## src/rtl/dacPacerPkg.sv

```systemverilog
package dacPacerPkg;

  // Byte offsets of the three registers
  localparam int OFS_SAMPLE = 'h0;
  localparam int OFS_CTRL   = 'h4;
  localparam int OFS_RELOAD = 'h8;

  // Control word bit positions
  localparam int BIT_REQ   = 0;
  localparam int BIT_SHADOW = 1;
  localparam int BIT_RUN   = 2;
  localparam int BIT_DMA   = 3;
  localparam int CTRL_W    = 4;

  // Strobes from the control section to the datapath
  typedef struct packed {
    logic wrLive;    // sample write straight into the live register
    logic wrPre;     // sample write into the pre-buffer
    logic wrReload;  // reload register write
    logic cntLoad;   // load counter from reload value
    logic cntDec;    // decrement counter
    logic xfer;      // copy pre-buffer into live register
  } dpStrobeT;

  typedef enum logic [1:0] {
    RD_NONE,
    RD_SAMPLE,
    RD_CTRL,
    RD_RELOAD
  } rdSelT;

endpackage

```

## src/rtl/dacPacerCtrl.sv

```systemverilog
module dacPacerCtrl
  import dacPacerPkg::*;
#(
  parameter int ADDR_W = 4
) (
  input  logic                clk,
  input  logic                rstN,
  input  logic [ADDR_W-1:0]   regAddr,
  input  logic                regWrEn,
  input  logic [CTRL_W-2:0]   cfgWr,     // write data bits 3:1
  input  logic                cntZero,
  output dpStrobeT            strobe,
  output logic [CTRL_W-1:0]   ctrlBits,
  output rdSelT               rdSel,
  output logic                dmaReq
);

  logic hitSample, hitCtrl, hitReload;
  logic wrSample, wrCtrl;
  logic shadowEn, runEn, dmaEn;
  logic runPrev;
  logic reqFlag;
  logic tick, startLoad, shadowActive;

  // Address decode
  always_comb begin
    hitSample = (regAddr == ADDR_W'(OFS_SAMPLE));
    hitCtrl   = (regAddr == ADDR_W'(OFS_CTRL));
    hitReload = (regAddr == ADDR_W'(OFS_RELOAD));
    wrSample  = regWrEn && hitSample;
    wrCtrl    = regWrEn && hitCtrl;
  end

  always_comb begin
    if (hitSample)      rdSel = RD_SAMPLE;
    else if (hitCtrl)   rdSel = RD_CTRL;
    else if (hitReload) rdSel = RD_RELOAD;
    else                rdSel = RD_NONE;
  end

  // Control bits; bit 0 belongs to hardware
  always_ff @(posedge clk) begin
    if (!rstN) begin
      shadowEn <= 1'b0;
      runEn    <= 1'b0;
      dmaEn    <= 1'b0;
    end else if (wrCtrl) begin
      shadowEn <= cfgWr[BIT_SHADOW-1];
      runEn    <= cfgWr[BIT_RUN-1];
      dmaEn    <= cfgWr[BIT_DMA-1];
    end
  end

  // Remember the previous enable to detect a restart
  always_ff @(posedge clk) begin
    if (!rstN) runPrev <= 1'b0;
    else       runPrev <= runEn;
  end

  always_comb begin
    startLoad    = runEn && !runPrev;
    tick         = runEn && runPrev && cntZero;
    shadowActive = shadowEn && runEn;
  end

  always_comb begin
    strobe          = '0;
    strobe.wrLive   = wrSample && !shadowActive;
    strobe.wrPre    = wrSample && shadowActive;
    strobe.wrReload = regWrEn && hitReload;
    strobe.cntLoad  = startLoad || tick;
    strobe.cntDec   = runEn && runPrev && !cntZero;
    strobe.xfer     = tick && shadowActive;
  end

  // Request flag: a timeout wins over a clearing write
  always_ff @(posedge clk) begin
    if (!rstN)         reqFlag <= 1'b0;
    else if (tick)     reqFlag <= 1'b1;
    else if (wrSample) reqFlag <= 1'b0;
  end

  always_comb begin
    dmaReq   = reqFlag && dmaEn;
    ctrlBits = '0;
    ctrlBits[BIT_REQ]    = reqFlag;
    ctrlBits[BIT_SHADOW] = shadowEn;
    ctrlBits[BIT_RUN]    = runEn;
    ctrlBits[BIT_DMA]    = dmaEn;
  end

  AST_TICK_SETS_FLAG: assert property (@(posedge clk) disable iff (!rstN)
    tick |=> reqFlag);

  AST_WRITE_CLEARS_FLAG: assert property (@(posedge clk) disable iff (!rstN)
    (wrSample && !tick) |=> !reqFlag);

  AST_DMA_BLOCKED: assert property (@(posedge clk) disable iff (!rstN)
    (!dmaEn && !(wrCtrl && cfgWr[BIT_DMA-1])) |=> !dmaReq);

  AST_NO_TICK_IDLE: assert property (@(posedge clk) disable iff (!rstN)
    (!runEn && !(wrCtrl && cfgWr[BIT_RUN-1])) |=> !tick);

endmodule

```

## src/rtl/dacPacerDp.sv

```systemverilog
module dacPacerDp
  import dacPacerPkg::*;
#(
  parameter int DATA_W = 16
) (
  input  logic              clk,
  input  logic              rstN,
  input  dpStrobeT          strobe,
  input  logic [DATA_W-1:0] wrData,
  output logic              cntZero,
  output logic [DATA_W-1:0] liveQ,
  output logic [DATA_W-1:0] reloadQ
);

  logic [DATA_W-1:0] preQ;
  logic [DATA_W-1:0] cntQ;

  always_ff @(posedge clk) begin
    if (!rstN)                reloadQ <= '0;
    else if (strobe.wrReload) reloadQ <= wrData;
  end

  always_ff @(posedge clk) begin
    if (!rstN)             preQ <= '0;
    else if (strobe.wrPre) preQ <= wrData;
  end

  always_ff @(posedge clk) begin
    if (!rstN)              liveQ <= '0;
    else if (strobe.wrLive) liveQ <= wrData;
    else if (strobe.xfer)   liveQ <= preQ;
  end

  // Hidden down counter
  always_ff @(posedge clk) begin
    if (!rstN)               cntQ <= '0;
    else if (strobe.cntLoad) cntQ <= reloadQ;
    else if (strobe.cntDec)  cntQ <= cntQ - 1'b1;
  end

  assign cntZero = (cntQ == '0);

  AST_XFER_COPIES: assert property (@(posedge clk) disable iff (!rstN)
    strobe.xfer |=> (liveQ == $past(preQ)));

  AST_PRE_HOLDS_LIVE: assert property (@(posedge clk) disable iff (!rstN)
    (strobe.wrPre && !strobe.xfer) |=> $stable(liveQ));

  AST_LOAD_FROM_RELOAD: assert property (@(posedge clk) disable iff (!rstN)
    strobe.cntLoad |=> (cntQ == $past(reloadQ)));

  AST_CNT_FROZEN: assert property (@(posedge clk) disable iff (!rstN)
    (!strobe.cntLoad && !strobe.cntDec) |=> $stable(cntQ));

endmodule

```

## src/rtl/dacPacer.sv

```systemverilog
module dacPacer
  import dacPacerPkg::*;
#(
  parameter int ADDR_W = 4,
  parameter int BUS_W  = 32,
  parameter int DATA_W = 16
) (
  input  logic              clk,
  input  logic              rstN,
  input  logic [ADDR_W-1:0] regAddr,
  input  logic              regWrEn,
  input  logic [BUS_W-1:0]  regWrData,
  output logic [BUS_W-1:0]  regRdData,
  output logic [DATA_W-1:0] dacSample,
  output logic              dmaReq
);

  dpStrobeT          strobe;
  logic              cntZero;
  logic [CTRL_W-1:0] ctrlBits;
  rdSelT             rdSel;
  logic [DATA_W-1:0] reloadQ;
  logic              unusedWrHi;

  assign unusedWrHi = ^regWrData[BUS_W-1:DATA_W];

  dacPacerCtrl #(.ADDR_W(ADDR_W)) i_ctrl (
    .clk      (clk),
    .rstN     (rstN),
    .regAddr  (regAddr),
    .regWrEn  (regWrEn),
    .cfgWr    (regWrData[CTRL_W-1:1]),
    .cntZero  (cntZero),
    .strobe   (strobe),
    .ctrlBits (ctrlBits),
    .rdSel    (rdSel),
    .dmaReq   (dmaReq)
  );

  dacPacerDp #(.DATA_W(DATA_W)) i_dp (
    .clk     (clk),
    .rstN    (rstN),
    .strobe  (strobe),
    .wrData  (regWrData[DATA_W-1:0]),
    .cntZero (cntZero),
    .liveQ   (dacSample),
    .reloadQ (reloadQ)
  );

  always_comb begin
    case (rdSel)
      RD_SAMPLE: regRdData = BUS_W'(dacSample);
      RD_CTRL:   regRdData = BUS_W'(ctrlBits);
      RD_RELOAD: regRdData = BUS_W'(reloadQ);
      default:   regRdData = '0;
    endcase
  end

endmodule

```

## config.mk

```make
export PLATFORM = sky130hd
export DESIGN_NAME = dacPacer
export DESIGN_NICKNAME = d
export VERILOG_FILES = /design/src/rtl/dacPacerPkg.sv /design/src/rtl/dacPacerCtrl.sv /design/src/rtl/dacPacerDp.sv /design/src/rtl/dacPacer.sv
export SDC_FILE = /design/constraint.sdc
export NUM_CORES = 1
export LEC_CHECK = 0
export BUFFER_PORTS_ARGS = -buffer_cell sky130_fd_sc_hd__buf_2
export CAP_MARGIN = 20
export CORE_UTILIZATION = 58
export CTS_CLUSTER_DIAMETER = 40
export DETAILED_ROUTE_END_ITERATION = 7
export PLACE_DENSITY = 0.86
export SYNTH_ARGS = -nofsm -noshare
export SYNTH_HDL_FRONTEND = slang
export SYNTH_HIERARCHICAL = 1
export SYNTH_SLANG_ARGS = --single-unit
```

## constraint.sdc

```tcl
create_clock -name clk -period 7.6 [get_ports clk]
set_clock_uncertainty 0.2 [all_clocks]
set_input_delay 1.52 -clock clk [delete_from_list [all_inputs] [get_ports clk]]
set_output_delay 1.52 -clock clk [all_outputs]
set_load 0.02 [all_outputs]
```

# == After elaboration in Yosys (flattened, before gate mapping) ==
# Index checks and enable logic that the tools add are counted.
# word_totals
memories,0
rom_bits,0
input_bits,39
word_cells,46
register_bits,69
output_inout_bits,49
ramBits,0
latchBits,0
# classes
mul,0
magnitude_cmp,0
shift,0
div_mod_pow,0
eq_ne,5
addsub,1
reduce_logical,21
bitwise,0
mux,10
# ops
cell,n
2-to-1 mux 16 bit,4
one-hot mux 16 bit (3 select lines),1
zero test 16 bit,1
subtractor 16 x 1 -> 16 bit (second input constant),1
logical AND 1 bit,12
2-to-1 mux 2 bit,3
nonzero test 2 bit,3
equality test 2 bit (second input constant),2
equality test 4 x 3 -> 1 bit (second input constant),1
equality test 4 bit (second input constant),1
zero test 4 bit,1
zero test 1 bit,3
equality test 2 x 1 -> 1 bit (second input constant),1
2-to-1 mux 1 bit,2
logical OR 1 bit,1

# == Depth between registers and ports, before layout ==
# Gate-level depths: netlist of run 1.
# logic_depth
word_depth,6
ltp_mapped,10
ltp_nobuf,9

# == Cells and area by module ==
# The synthesis of run 1 kept the hierarchy.
# modules_own_cells
mod,area_each_um2,cells_per_inst,seq_area_each_um2,n_inst
dacPacerDp,2827.7,291,1281.2,1
dacPacer,442.9,54,0.0,1
dacPacerCtrl,304.0,38,100.1,1

# == Least setup slack after synthesis of run 1 ==
# Ideal clock, no wire load.
# synth_timing
path_kind,input to output
start,input regAddr[3]
end,output regRdData[11]
arrival_ns,2.490
slack_ns,3.390
stages,6
cell_sequence,xnor2_1 > nor3_1 > buf_4 > buf_6 > mux2i_1 > nor2b_1
# synth_between
elab_chain_cells,6
elab_cells_between_ends,10
# synth_rtl
element,line,source
from (decl),dacPacer.sv:10,"input logic [ADDR_W-1:0] regAddr,"
equality test 4 bit,dacPacerCtrl.sv:29,hitReload = (regAddr == ADDR_W'(OFS_RELOAD));
2-to-1 mux 2 bit,dacPacerCtrl.sv:37,else if (hitReload) rdSel = RD_RELOAD;
2-to-1 mux 2 bit,dacPacerCtrl.sv:36,else if (hitCtrl) rdSel = RD_CTRL;
2-to-1 mux 2 bit *,dacPacerCtrl.sv:35,if (hitSample) rdSel = RD_SAMPLE;
via rdSel[1],dacPacer.sv:21,rdSelT rdSel;
equality test 2 bit or equality test 2 x 1 -> 1 bit (tied branches),dacPacer.sv:51,case (rdSel)
one-hot mux 16 bit (3 select lines) *,dacPacer.sv:51,
to (decl),dacPacer.sv:13,"output logic [BUS_W-1:0] regRdData,"
# Mark *: on every way through the listed nets, which the timed path passes. The rest lies on a longest branch.

# == Worst setup path after layout of run 1 ==
# layout_timing
start,input regAddr[1]
end,output regRdData[1]
# The elaborated chain is that of the path after synthesis.

==> impl_summary.log, run 1 <==
[metrics] std cell rows: 28
[metrics] Crit. Startpoint: regAddr[1]
[metrics] relative contribution of combinational cells to total power: 7.0%
[metrics] number of max-cap violations: 0
[metrics] number of synthesized register bits: a little under 70
[metrics] final setup violating endpoints: 0
[metrics] worst vdd ir: 0.1432 mV
[metrics] total number of H-tree levels: 3
[metrics] Routability Congestion: 0.7884
[metrics] length of the first detailed-routing pass in iterations: 4
[metrics] Crit. path cell count: 5
[metrics] root buf cell: clkbuf_8
[metrics] number of max-slew violations in the final report: 0
[metrics] Detail Placement HPWL: 4861 um
[metrics] remaining number of nets flagged by the antenna check after routing: 0
[metrics] final hold viol count: 0
[metrics] number of gates resized after cts: 0
[metrics] Floorplan Core Area: 5921 sq um
[metrics] Crit path arrival time: 3100 ps
[metrics] net switching power: between 0.15 and 0.2 mW
[metrics] slack of the worst reg-to-reg path: 4720 ps
[metrics] max_slew headroom: 34.45%
[metrics] sequential group share of total power: roughly 50%
[metrics] setup bufs post-CTS: 0
[metrics] global-route congestion overflow total: 0
[metrics] area share of the leading cell type in the synthesized netlist: between 30% and 40%
[metrics] crit-path max cell delay: around 700 ps
[metrics] commonest cells after routing, fill and taps aside: 69 x dfxtp_1, 63 x mux2i_1, 55 x buf_2
[metrics] element type at the critical path start: input pin
[metrics] final period demand of the worst path: just under 5000 ps
[metrics] clock tree from TritonCTS: yes
[metrics] via-per-instance ratio: 5.521
[metrics] cell accounting for the most synthesized area: dfxtp_1
[metrics] Worst setup endpoint: regRdData[1]
[metrics] sum of buffers and inverters on the critical path: 2
[metrics] synthesized area divided by synthesized cell count: 9.333 sq um
[metrics] core utilization of the finished layout: 67.58%
[metrics] crit-path max FO: 19
[metrics] violation count after the first detailed-route iteration: 154
[metrics] most area-consuming cells after synthesis: dfxtp_1 39%, mux2i_1 18%, nor2b_1 8.1%
[metrics] gr usage total: 24.14%
[metrics] clock latency on the worst-skew pair: approximately 340 ps
[metrics] slew at the pin closest to its max-slew limit: a little under 1000 ps
[metrics] critical path class: input pin to output pin
[metrics] Layout area overhead: 11.94%
[metrics] distinct cell type count after synthesis: 44
[metrics] clock buffer depth: 2
[metrics] cell with the biggest individual delay on the critical path: nor3_4
[metrics] Post-DP Area: about 3800 sq um
[metrics] initial antenna violation count: 0
[metrics] timing-limited maximum frequency: about 0.21 GHz
[metrics] path category of the worst min-delay check: register to register
[metrics] Int Pwr: approximately 0.57 mW
[metrics] sequential cell area fraction in the yosys report: roughly two fifths
[metrics] fraction of power consumed by the clock network: 43.0%
[metrics] Inserted Clock Buffers: 9
[metrics] portion of the clock cycle consumed by the worst path in the final layout: between 60% and 70%
[metrics] overall die height: slightly above 80 um
[metrics] post-route non-filler standard cell count: approximately 500
[metrics] PwrDens: 183.9 nW/um^2
[metrics] count of port buffers added during placement: 55
[metrics] crit path cell chain: buf_2, nor3_4, mux2_1, a22o_1, buf_2
[metrics] cell count after synthesis: 383
[metrics] routed len/inst: approximately 15 um
[metrics] overall die width: 80.51 um
[metrics] depth of the most critical reg-to-reg path: 9
[metrics] cts hold-fix bufs: 0
[metrics] first-pass GRT wire length: between 10000 and 15000 um
[metrics] placed cell count: 488
[metrics] PnR Total Power: between 0.7 and 0.8 mW
[metrics] design area: 4001 sq um
[metrics] Nets: 465
[metrics] cell family contributing the most delay on the critical path: simple AND/OR/NAND/NOR gates
[metrics] io pins: 88
[metrics] Most Frequent Cell on Critical Path: buf_2
[metrics] total negative slack for setup checks: 0 ps
[metrics] Reg2Reg Launch Point: i_dp/cntQ[3]
[metrics] most common cell after layout, fill and taps aside: dfxtp_1
[metrics] largest net degree at the start of global routing: 72
[metrics] total via count after detailed routing: roughly 2800
[metrics] Clock Pin Slew Worst Setup and Hold Paths: roughly 70 ps
[metrics] Synth warnings: 6
[metrics] Total Die Area: roughly 6500 sq um
[metrics] Cell Area, Synth: 3575 sq um
[metrics] data required time at the worst endpoint: just under 6000 ps
[metrics] fraction of layout instances using a drive strength above 1: approximately a fifth
[metrics] Final Routed Wirelength: about 7400 um
[metrics] run status: finished clean
[metrics] starting density of the core: about three fifths
[metrics] setup repair after global routing missed its margin: no
[metrics] Clock Sink Count: 69
[metrics] r2r endpoint: i_dp/cntQ[11]
[metrics] switching fraction of total power: 22.93%
[metrics] DRC errors left: 0
[metrics] number of global-route vias before repair: 2629
[metrics] number of diodes added for antenna fixing: 0
[metrics] Critical Path End Type: output pin
[metrics] static leakage: about 1.5 nW
[flip-flops by register name, indices dropped and copies added, names as in the netlist]
| signal | count |
|---|---|
| i_dp/liveQ | 16 |
| i_ctrl/runEn | 1 |
| i_ctrl/runPrev | 1 |
| i_ctrl/dmaEn | 1 |
| i_ctrl/shadowEn | 1 |
| i_ctrl/reqFlag | 1 |
| i_dp/reloadQ | 16 |
| i_dp/cntQ | 16 |
| i_dp/preQ | 16 |
[tightest hold or removal path, delay by kind of cell, from the launching register on]
kind / cells / cell delay [ps]
flip-flops: 1 / 330
multiplexers: 1 / 50
AND/OR/NAND/NOR: 1 / 60
[final cells by class]
type                       instances  area, sq um
tap                               75        93.84
fill                             472         1919
clock inverter                     5        75.07
timing repair buffer              60        320.3
inverter                           5        18.77
multi-input combinational        280         1981
clock buffer                      11        131.4
sequential                        69         1381
[synthesized netlist by cell type (all sizes together)]
| library cell | n |
|---|---|
| a21boi | 2 |
| and2 | 19 |
| ha | 1 |
| o21ai | 30 |
| mux2 | 4 |
| a31oi | 1 |
| nor3b | 1 |
| nor4b | 1 |
| o211a | 1 |
| a22o | 4 |
| nand4b | 2 |
| a21oi | 12 |
| conb | 1 |
| or3 | 1 |
| nor4 | 2 |
| buf | 27 |
| nor2 | 8 |
| nor3 | 4 |
| nand2 | 29 |
| a211oi | 1 |
| a31o | 1 |
| xnor2 | 4 |
| nand3b | 2 |
| nand4 | 3 |
| clkbuf | 17 |
| inv | 5 |
| mux2i | 63 |
| and3 | 2 |
| nand3 | 4 |
| nor2b | 47 |
| o311a | 1 |
| dfxtp | 69 |
| nand2b | 3 |
| xor2 | 10 |
| and3b | 1 |
[worst min path at each step]
stage,end,slack (ps),cells past startpoint,start
5_1_grt,i_ctrl/dmaEn,310,2,i_ctrl/dmaEn
2_1_floorplan,i_ctrl/dmaEn,250,2,i_ctrl/dmaEn
3_3_place_gp,i_ctrl/dmaEn,250,2,i_ctrl/dmaEn
4_1_cts,i_ctrl/dmaEn,280,2,i_ctrl/dmaEn
3_5_place_dp,i_ctrl/dmaEn,270,2,i_ctrl/dmaEn
6_report,i_ctrl/dmaEn,280,2,i_ctrl/dmaEn
[per-stage QoR]
| step | worst slack (ps) | hold slack (ps) |
|---|---|---|
| after floorplan | 3390 | 246.8 |
| after global placement | 2843 | 254.3 |
| after detailed placement | 2797 | 273.4 |
| after CTS | 2792 | 283.9 |
| after global routing | 2723 | 305.6 |
| final | 2784 | 282.7 |
[per-layer routing]
| metal | wire length [um] | share of wire [%] | up-vias | GRT usage [%] |
|---|---|---|---|---|
| met3 | 214 | 2.9 | 20 | 6.591 |
| met5 | 0 | 0 | - | 0 |
| met2 | 3711 | 50 | 61 | 40.59 |
| met4 | 198 | 2.7 | 0 | 12.32 |
| met1 | 3321 | 45 | 1353 | 27.86 |
| li1 | - | - | 1354 | - |
[power groups by stage]
stage | Sequential, mW | Clock (mW) | Combinational, mW
after floorplan | 0.377 | 0 | 0.0407
after global placement | 0.376 | 0 | 0.0496
after detailed placement | 0.376 | 0 | 0.0511
after CTS | 0.368 | 0.322 | 0.0513
after global routing | 0.368 | 0.339 | 0.0558
final | 0.368 | 0.316 | 0.0514
[cell families (layout without fill, tap and decap cells)]
kind of cell / Yosys count / count (layout) / share of synthesized area (%)
compound gates: 53 / 53 / 8.470
xor+xnor: 14 / 14 / 3.430
fa+ha+maj: 1 / 1 / 0.3500
buf+inv: 49 / 81 / 7.910
flops: 69 / 69 / 38.64
mux: 67 / 67 / 19.01
other cells: 1 / 16 / 0.1049
simple gates: 129 / 129 / 22.09
(Power assumes the default switching activity.)
==> run 2, diff against run 1 <==
- ABC_AREA: default -> 1
- CORE_UTILIZATION: 58 -> 49
- PLACE_DENSITY: 0.86 -> 0.77
- clock period: 7.6 -> 4.05 ns (I/O delays scaled with it)
==> impl_summary.log, run 2 <==
[metrics] run status: finished clean
[metrics] area share of the leading cell type in the synthesized netlist: 37.50% (-1.1 points)
[metrics] Clock Sink Count: 69 (unchanged)
[metrics] timing-limited maximum frequency: 0.2977 GHz
[metrics] Layout area overhead: 10.77%
[metrics] Routability Congestion: 0.9212 (+17%)
[metrics] portion of the clock cycle consumed by the worst path in the final layout: 82.94%
[metrics] commonest cells after routing, fill and taps aside: 80 x nand2_1, 69 x dfxtp_1, 55 x buf_2
[metrics] max_slew headroom: 32.03% (-2.4 points)
[metrics] std cell rows: 31 (+11%)
[metrics] post-route non-filler standard cell count: 640 (+27%)
[metrics] most used flip-flop cell after synthesis: dfxtp_1
[metrics] number of global-route vias before repair: 3072 (+17%)
[metrics] Critical Path End Type: register
[metrics] root buf cell: clkbuf_8
[metrics] start point of the worst min-delay path: i_dp/preQ[0]
[metrics] most area-consuming cells after synthesis: dfxtp_1 38%, nand2_1 8.2%, nor2_1 5.5%
[metrics] io pins: 88 (unchanged)
[metrics] Synth warnings: 6 (unchanged)
[metrics] worst hold slack after final layout: 259.7 ps (-23.04 ps)
[metrics] clock latency on the worst-skew pair: 340 ps (about the same)
[metrics] final setup violating endpoints: 0 (unchanged)
[metrics] slew at the pin closest to its max-slew limit: 1009 ps (+25.65 ps)
[metrics] global-route congestion overflow total: 0 (unchanged)
[metrics] clock buffer depth: 2 (unchanged)
[metrics] EDFF count, synth: 0 (unchanged)
[metrics] Fill cells: 687 (+46%)
[metrics] gr usage total: 23.38% (-0.76 points)
[metrics] clock tree from TritonCTS: yes
[metrics] number of max-cap violations: 0 (unchanged)
[metrics] count of port buffers added during placement: 55 (unchanged)
[metrics] Detail Placement HPWL: 6064 um (+25%)
[metrics] length of the first detailed-routing pass in iterations: 5 (+1)
[metrics] setup bufs post-CTS: 0 (unchanged)
[metrics] cts hold-fix bufs: 0 (unchanged)
[metrics] crit-path max FO: 10 (-9)
[metrics] number of max-slew violations in the final report: 0 (unchanged)
[metrics] data required time at the worst endpoint: 4090 ps (-1790 ps)
[metrics] cell types with the highest counts after synthesis: 80 x nand2_1, 69 x dfxtp_1, 54 x nor2_1, 48 x inv_1, 39 x o21ai_0
[metrics] sequential cell area fraction in the yosys report: 37.50% (-1.1 points)
[metrics] via-per-instance ratio: 5.313 (-3.8%)
[metrics] Crit path arrival time: 3400 ps (+300 ps)
[metrics] initial antenna violation count: 0 (unchanged)
[metrics] Floorplan Core Area: 7253 sq um (+23%)
[metrics] cell count after synthesis: 494 (+29%)
[metrics] final period demand of the worst path: about 3400 ps
[metrics] Clock Pin Slew Worst Setup and Hold Paths: 80 ps (about the same)
[metrics] distinct cell type count after synthesis: 40 (-9.1%)
[metrics] Final Routed Wirelength: 8710 um (+17%)
[metrics] Cell Area, Synth: 3684 sq um (+3.0%)
[metrics] DRC errors left: 0 (unchanged)
[metrics] setup repair after global routing missed its margin: no
[metrics] overall die width: 88.71 um (+10%)
[metrics] Reg2Reg Launch Point: i_dp/cntQ[0]
[metrics] worst vdd ir: 0.2913 mV (+100%)
[metrics] starting density of the core: 50.78% (-9.6 points)
[metrics] Nets: 576 (+24%)
[metrics] total negative slack for setup checks: 0 ps (unchanged)
[metrics] number of diodes added for antenna fixing: 0 (unchanged)
[metrics] number of synthesized register bits: 69 (unchanged)
[metrics] Inserted Clock Buffers: 9 (unchanged)
[metrics] fraction of layout instances using a drive strength above 1: 22.74% (+2.3 points)
[metrics] cell with the most instances after synthesis: nand2_1
[metrics] PwrDens: 332.1 nW/um^2 (+81%)
[metrics] overall die height: 88.71 um (+10%)
[metrics] Total Die Area: 7869 sq um (+21%)
[metrics] final hold viol count: 0 (unchanged)
[metrics] element type at the critical path start: register
[metrics] synthesized area divided by synthesized cell count: 7.457 sq um (-20%)
[metrics] first-pass GRT wire length: 14050 um (+19%)
[metrics] placed cell count: 624 (+28%)
[metrics] Crit. Startpoint: i_dp/cntQ[0]
[metrics] most common cell after layout, fill and taps aside: nand2_1
[metrics] remaining number of nets flagged by the antenna check after routing: 0 (unchanged)
[metrics] largest net degree at the start of global routing: 40 (-44%)
[metrics] number of gates resized after cts: 0 (unchanged)
[metrics] routed len/inst: 13.61 um (-7.7%)
[metrics] critical path class: register to register
[metrics] total number of H-tree levels: 3 (unchanged)
[metrics] total via count after detailed routing: 3400 (+22%)
[metrics] violation count after the first detailed-route iteration: 235 (+53%)
[metrics] cell accounting for the most synthesized area: dfxtp_1
[metrics] path category of the worst min-delay check: register to register
[metrics] fraction of registers with async set or reset after synthesis: 0% (unchanged)
[metrics] static leakage: 1.878 nW (+24%)
==> run 2: final timing paths <==
kind / slack (ps) / end / cells after the start
setup reg to reg: 690 / i_dp/cntQ[14] / 15
hold reg to reg: 260 / i_dp/preQ[0] / 2
hold / removal: 260 / i_dp/preQ[0] / 2
setup / recovery: 690 / i_dp/cntQ[14] / 15
==> run 2: metrics by stage <==
step	cell area (sq um)	power (mW)	util (%)	setup WS, ps
6_report	4080	1.355	56.25	690.8
5_1_grt	4080	1.399	56.25	490.9
3_3_place_gp	3882	0.8046	53.53	775.6
2_1_floorplan	3740	0.7880	-	1365
3_5_place_dp	3882	0.8073	53.53	777.9
4_1_cts	4080	1.365	56.25	742.9
==> run 2: critical path, cell delays in order, from the launching register on <==
cell and delay (ps):
dfxtp_1 320, inv_1 130, ha_1 280, nand3_4 150
nor2_2 160, nand4_1 100, nor4_1 360, nand3_1 190
o21ai_0 420, inv_1 240, nand2_1 290, inv_2 160
nand2_1 100, nand3_1 60, nand2_1 60, inv_1 40
==> run 2: logic make-up after synthesis <==
| logic type | after synthesis | synth area share [%] |
|---|---|---|
| AND/OR/NAND/NOR | 199 | 25.75 |
| AO/OA/AOI/OAI | 116 | 20.72 |
| buffers and inverters | 102 | 14.16 |
| flip-flops | 69 | 37.50 |
| XOR/XNOR | 6 | 1.427 |
| adder cells (fa/ha/maj) | 1 | 0.3396 |
| other | 1 | 0.1018 |
==> run 2: final cells by class <==
| type | count | area, sq um | share of cell area (%) |
|---|---|---|---|
| well taps | 99 | 123.9 | 3.036 |
| clock buffers | 10 | 127.6 | 3.128 |
| repair buffers | 62 | 327.8 | 8.034 |
| clock inverters | 6 | 70.07 | 1.717 |
| inverters | 56 | 212.7 | 5.213 |
| flip-flops and latches | 69 | 1381 | 33.85 |
| multi-input cells | 338 | 1837 | 45.02 |
==> run 2: per-layer routing <==
layer / vias to the layer above / share of wire, % / track usage [%]
li1: 1692 / - / -
met1: 1596 / 46 / 31.12
met2: 95 / 45 / 35.87
met3: 17 / 5.3 / 4.478
met4: 0 / 3.0 / 12.46
met5: - / 0 / 0
==> run 2: where the power goes <==
part	switching [mW]	leakage [nW]	internal, mW
combinational	0.0714	1.23	0.0277
sequential	0.00757	0.557	0.686
clock	0.274	0.0895	0.289
total	0.353	1.88	1.00
